--- src/rtl/can_stat_pkg.sv ---
package can_stat_pkg;
  // Field order sets bit position: first member is bit 7.
  typedef struct packed {
    logic bus_off;
    logic err_warn;
    logic tx_busy;
    logic rx_busy;
    logic tx_done;
    logic tx_free;
    logic rx_ovr;
    logic rx_full;
  } stat_t;

  localparam int CNT_W_DEF  = 8;
  localparam int WARN_DEF   = 96;
  localparam int RX_SLOTS   = 2;
endpackage

--- src/rtl/can_stat_warn.sv ---
module can_stat_warn #(
  parameter int N_CNT = 2,
  parameter int CNT_W = 8,
  parameter int LIMIT = 96
) (
  input  logic                        clk,
  input  logic                        rst_n,
  input  logic [N_CNT-1:0][CNT_W-1:0] cnt,
  output logic                        warn
);
  localparam logic [CNT_W:0] LIM = LIMIT[CNT_W:0];

  logic [N_CNT-1:0] hit;

  genvar gi;
  generate
    for (gi = 0; gi < N_CNT; gi++) begin : g_cmp
      assign hit[gi] = ({1'b0, cnt[gi]} >= LIM);
    end
  endgenerate

  always_ff @(posedge clk) begin
    if (!rst_n) warn <= 1'b0;
    else        warn <= |hit;
  end
endmodule

--- src/rtl/can_stat_txbuf.sv ---
module can_stat_txbuf (
  input  logic clk,
  input  logic rst_n,
  input  logic req,
  input  logic ok,
  output logic released,
  output logic complete
);
  logic pend_q;

  always_ff @(posedge clk) begin
    if (!rst_n) begin
      pend_q   <= 1'b0;
      complete <= 1'b1;
    end else if (!pend_q) begin
      if (req) begin
        pend_q   <= 1'b1;
        complete <= 1'b0;
      end
    end else if (ok) begin
      pend_q   <= 1'b0;
      complete <= 1'b1;
    end
  end

  assign released = !pend_q;
endmodule

--- src/rtl/can_stat_rxbuf.sv ---
module can_stat_rxbuf #(
  parameter int DEPTH = 2,
  localparam int OW = $clog2(DEPTH + 1)
) (
  input  logic          clk,
  input  logic          rst_n,
  input  logic          sof,
  input  logic          done,
  input  logic          rel,
  input  logic          clr_ovr,
  output logic [OW-1:0] occ,
  output logic          full_flag,
  output logic          ovr
);
  localparam logic [OW-1:0] TOP = DEPTH[OW-1:0];
  localparam logic [OW-1:0] ONE = {{(OW-1){1'b0}}, 1'b1};

  logic drop_q;
  logic is_full, set_ovr, store, take;
  logic [OW-1:0] occ_nxt;

  assign is_full = (occ == TOP);
  assign set_ovr = sof && is_full;
  assign store   = done && !drop_q && (!is_full || rel);
  assign take    = rel && (occ != '0);

  always_comb begin
    occ_nxt = occ;
    if (store && !take)      occ_nxt = occ + ONE;
    else if (take && !store) occ_nxt = occ - ONE;
  end

  always_ff @(posedge clk) begin
    if (!rst_n) begin
      occ    <= '0;
      drop_q <= 1'b0;
      ovr    <= 1'b0;
    end else begin
      occ <= occ_nxt;
      if (sof)       drop_q <= is_full;
      else if (done) drop_q <= 1'b0;
      if (set_ovr)      ovr <= 1'b1;
      else if (clr_ovr) ovr <= 1'b0;
    end
  end

  assign full_flag = (occ != '0);
endmodule

--- src/rtl/can_status_unit.sv ---
module can_status_unit #(
  parameter int CNT_W      = can_stat_pkg::CNT_W_DEF,
  parameter int WARN_LIMIT = can_stat_pkg::WARN_DEF,
  parameter int RX_DEPTH   = can_stat_pkg::RX_SLOTS,
  localparam int OCC_W     = $clog2(RX_DEPTH + 1)
) (
  input  logic             clk,
  input  logic             rst_n,
  input  logic             host_tx_req,
  input  logic             host_rel_rx,
  input  logic             host_clr_ovr,
  input  logic             eng_tx_ok,
  input  logic             eng_rx_sof,
  input  logic             eng_rx_done,
  input  logic             eng_tx_active,
  input  logic             eng_rx_active,
  input  logic             bus_off,
  input  logic [CNT_W-1:0] tx_err_cnt,
  input  logic [CNT_W-1:0] rx_err_cnt,
  output logic [7:0]       stat_word
);
  import can_stat_pkg::*;

  stat_t             st;
  logic              bs_q, ts_q, rs_q, warn;
  logic              tx_free, tx_done, rx_full, rx_ovr;
  logic [OCC_W-1:0]  rx_occ;
  logic [1:0][CNT_W-1:0] cnts;

  assign cnts = {tx_err_cnt, rx_err_cnt};

  always_ff @(posedge clk) begin
    if (!rst_n) begin
      bs_q <= 1'b0;
      ts_q <= 1'b0;
      rs_q <= 1'b0;
    end else begin
      bs_q <= bus_off;
      ts_q <= eng_tx_active;
      rs_q <= eng_rx_active;
    end
  end

  can_stat_warn #(.N_CNT(2), .CNT_W(CNT_W), .LIMIT(WARN_LIMIT)) u_warn (
    .clk(clk), .rst_n(rst_n), .cnt(cnts), .warn(warn)
  );

  can_stat_txbuf u_tx (
    .clk(clk), .rst_n(rst_n), .req(host_tx_req), .ok(eng_tx_ok),
    .released(tx_free), .complete(tx_done)
  );

  can_stat_rxbuf #(.DEPTH(RX_DEPTH)) u_rx (
    .clk(clk), .rst_n(rst_n), .sof(eng_rx_sof), .done(eng_rx_done),
    .rel(host_rel_rx), .clr_ovr(host_clr_ovr), .occ(rx_occ),
    .full_flag(rx_full), .ovr(rx_ovr)
  );

  always_comb begin
    st.bus_off  = bs_q;
    st.err_warn = warn;
    st.tx_busy  = ts_q;
    st.rx_busy  = rs_q;
    st.tx_done  = tx_done;
    st.tx_free  = tx_free;
    st.rx_ovr   = rx_ovr;
    st.rx_full  = rx_full;
  end

  assign stat_word = st;
endmodule

--- config.mk ---
export PLATFORM = sky130hd
export DESIGN_NAME = can_status_unit
export DESIGN_NICKNAME = d
export VERILOG_FILES = /design/src/rtl/can_stat_pkg.sv /design/src/rtl/can_stat_warn.sv /design/src/rtl/can_stat_txbuf.sv /design/src/rtl/can_stat_rxbuf.sv /design/src/rtl/can_status_unit.sv
export SDC_FILE = /design/constraint.sdc
export NUM_CORES = 1
export LEC_CHECK = 0
export ABC_CLOCK_PERIOD_IN_PS = 3700
export CAP_MARGIN = 15
export CORE_AREA = 2 2 39 41
export DETAILED_ROUTE_END_ITERATION = 6
export DIE_AREA = 0 0 41 43
export DONT_BUFFER_PORTS = 1
export GPL_TIMING_DRIVEN = 0
export SYNTH_ARGS = -nofsm -noshare
export SYNTH_HDL_FRONTEND = slang
export SYNTH_SLANG_ARGS = --single-unit
export TNS_END_PERCENT = 30
--- constraint.sdc ---
create_clock -name clk -period 3.7 [get_ports clk]
set_clock_uncertainty 0.05 [all_clocks]
set_input_delay 1.11 -clock clk [delete_from_list [all_inputs] [get_ports clk]]
set_output_delay 1.11 -clock clk [all_outputs]
set_load 0.02 [all_outputs]
==> flow_summary_export.csv <==
group,metric,value,unit
status,run_status,"finished clean",
drt,drt-vias-per-instance,4.56,
die,die_area,1760,sq um
clock_tree,worst_setup_hold_path_clk_slew,60,ps
die,placement_rows,14,
die,die_height,43,microns
die,top_level_ports,35,
die,initial_utilization,0.323,
cells_and_area,drive_above_1_share,0.240,
timing,finalCriticalPeriod,2180,ps
yosys,synth_seq_cells,10,
clock_tree,clock_path_buffers,2,
worst_setup_path,critical_path_endpoint_category,"output pin",
worst_setup_path,critical_path_required,2540,ps
drt,final_routed_drc_violation_total,0,
yosys,synth_area,447,sq um
timing,achievable-frequency,460,MHz
yosys,synth_area_per_cell,9.71,sq um
timing,final_worst_slack,1520,ps
worst_setup_path,crit_fanout,5,
die,dieWidth,41,microns
global_routing,grt_util_all_layers,0.0775,
cells_and_area,final_design_area_no_fill,503,sq um
drt,drt-initial-drc-count,0,
timing,totalNegativeSetupSlack,0,ps
drt,drt.antenna.violating_nets,0,
worst_setup_path,timing.setup.critical_path_class,"reg -> out",
yosys,synth_edf_count,0,
yosys,synth.distinct_cells,23,
drt,route.detailed.wl_per_inst,9.56,microns
yosys,synthArstFlopShare,0,
placement,placedCellCount,62,
drt,wl,631,microns
global_routing,grt_antenna_before_repair,0,
worst_setup_path,cp.arrival,1020,ps
cells_and_area,synthToLayoutAreaGrowth,12.6,%
global_routing,first_global_vias,262,
cells_and_area,diodes,0,
pwr,power.share.clock,0.304,
clock_tree,cts.sink_count,10,
clock_tree,ctsRootBufferMaster,"clkbuf_4",
pwr,swShare,0.273,
placement,pre_cts_ws,1400,ps
clock_tree,postCtsHoldBufs,0,
worst_setup_path,crit_buf_inv,1,
timing,hold_viol,0,
timing,worst_hold_slack,423,ps
timing,relSlewSlack,0.882,
flow_run,drv.max_cap_violation_count,0,
yosys,synth_top_flop_cell,"dfxtp_1",
clock_tree,htree_num_levels,1,
cells_and_area,post_layout_nonfiller_instances,66,
pwr,ir_worst_vdd,0.220,mV
yosys,synthesis.nets,74,
timing,setup_repair_after_global_routing_missed_its_margin,"no",
global_routing,grt_max_degree,11,
timing,finalSetupViolCount,0,
timing,slew_violations,0,
drt,total_number_of_vias,301,
drt,drt-pass1-iter-count,1,
worst_setup_path,crit_path_start_kind,"register",
yosys,number_of_cells_produced_by_synthesis,46,
clock_tree,clk-insertion-delay-late,260,ps
clock_tree,tritoncts_clock_tree,"yes",
pwr,pwr_density_cell,621,nW/um^2
global_routing,gr-total-overflow,0,
placement,gp_routability_congestion,0.602,
yosys,synth_warnings,0,
yosys,sequential_to_total_area_share_from_yosys_stat,0.448,
worst_setup_path,crit_family,"flip-flops",
worst_setup_path,master_of_the_slowest_instance_on_the_critical_path,"dfxtp_1",
worst_setup_path,critical_path.cell_chain,"or2_1, buf_4",
hold_path,holdCritPathClass,"reg -> reg",
cells_and_area,nNetsFinal,79,
pwr,cellInternalPower,227,uW
clock_tree,cts_made_buffers,3,
worst_setup_path,critical-path-max-stage-delay,350,ps
timing,final_min_period_over_clock_period,0.588,
pwr,power.share.sequential,0.431,
die,design.core.area,1380,sq um
global_routing,grt_pass1_wl,910,microns
placement,placedInstanceArea,467,sq um
pwr,power.net_switching,85.4,uW
placement,portBuffers,0,
clock_tree,post_cts.repair.setup_buffers,0,
pwr,p_comb_frac,0.266,
timing,max_slew.worst_pin.slew,177,ps
pwr,pleak,0.000217,uW
clock_tree,post_cts.resized_instances,0,
## tightest hold or removal path, stage by stage (launching register included)
cell and delay, ps:
dfxtp_1 310, nand2_1 50, a21boi_0 60
## worst paths after layout
kind	slack (ps)	cells after the start	start	end
worst max-delay path	1520	2	u_rx.occ[0]	stat_word[0]
worst max register to register	2120	5	u_rx.occ[1]	u_rx.occ[1]
worst min register to register	420	2	u_rx.drop_q	u_rx.drop_q
worst min-delay path	420	2	u_rx.drop_q	u_rx.drop_q
## power groups by stage
stage | clock network [uW] | logic [uW] | registers [uW]
floorplan | 0 | 78.0 | 135
global placement | 0 | 82.7 | 138
detailed placement | 0 | 83.5 | 138
CTS | 99.9 | 84.3 | 135
global route | 102 | 91.6 | 138
finish | 94.9 | 83.0 | 135
## cell families (layout without fill, tap and decap cells)
kind of cell             count (synthesis)  count (layout)  synth area share
AND/OR/NAND/NOR                         15              15             0.196
flip-flops                              10              10             0.448
AO/OA/AOI/OAI                            9               9             0.146
buffers and inverters                    9              13             0.143
XOR/XNOR                                 2               2            0.0392
adder cells (fa/ha/maj)                  1               1            0.0280
## final cells by class
class,count,area [sq um]
multi-input combinational,27,183
tap,16,20.0
fill,147,881
clock buffer,4,36.3
inverter,1,3.75
buffer,8,60.1
sequential,10,200
## stage by stage
| step | total power, uW | utilization |
|---|---|---|
| detailed placement | 221 | 0.337 |
| global route | 331 | 0.363 |
| global placement | 221 | 0.337 |
| floorplan | 213 | - |
| finish | 312 | 0.363 |
| CTS | 319 | 0.363 |
## cells in the mapped netlist (2+ instances only)
master,number,area (sq um)
a21boi_0,2,15.0
nand2_1,3,11.3
and2_1,4,25.0
nor3b_1,2,15.0
dfxtp_1,10,200
buf_4,8,60.1
## layout by cell type (no fill, tap or decap)
master and n:
a21boi_0 2, a21boi_1 1, a21oi_1 1, a22o_1 1
and2_1 4, buf_4 8, clkbuf_4 3, clkbuf_8 1
dfxtp_1 10, ha_1 1, inv_1 1, nand2_1 3
nand2b_1 1, nand3b_1 1, nor2_1 1, nor2b_1 1
nor3b_1 2, o211a_1 1, o21ai_0 1, o21ai_1 1
o31a_1 1, or2_1 1, or3_1 1, xnor2_1 1
xor2_1 1
## metal layers
metal	vias up	wire length, microns	GRT usage
met4	0	0	0.0800
met2	11	311	0.119
met3	0	71	0.0262
li1	155	-	-
met1	135	248	0.0712
met5	-	0	0
## registers in the layout, indices dropped and copies added (netlist names)
signal / cells
u_rx.occ: 2
u_warn.warn: 1
u_rx.drop_q: 1
u_rx.ovr: 1
u_tx.complete: 1
ts_q: 1
bs_q: 1
u_tx.pend_q: 1
rs_q: 1
No activity file was read; power rests on OpenSTA's default activity.
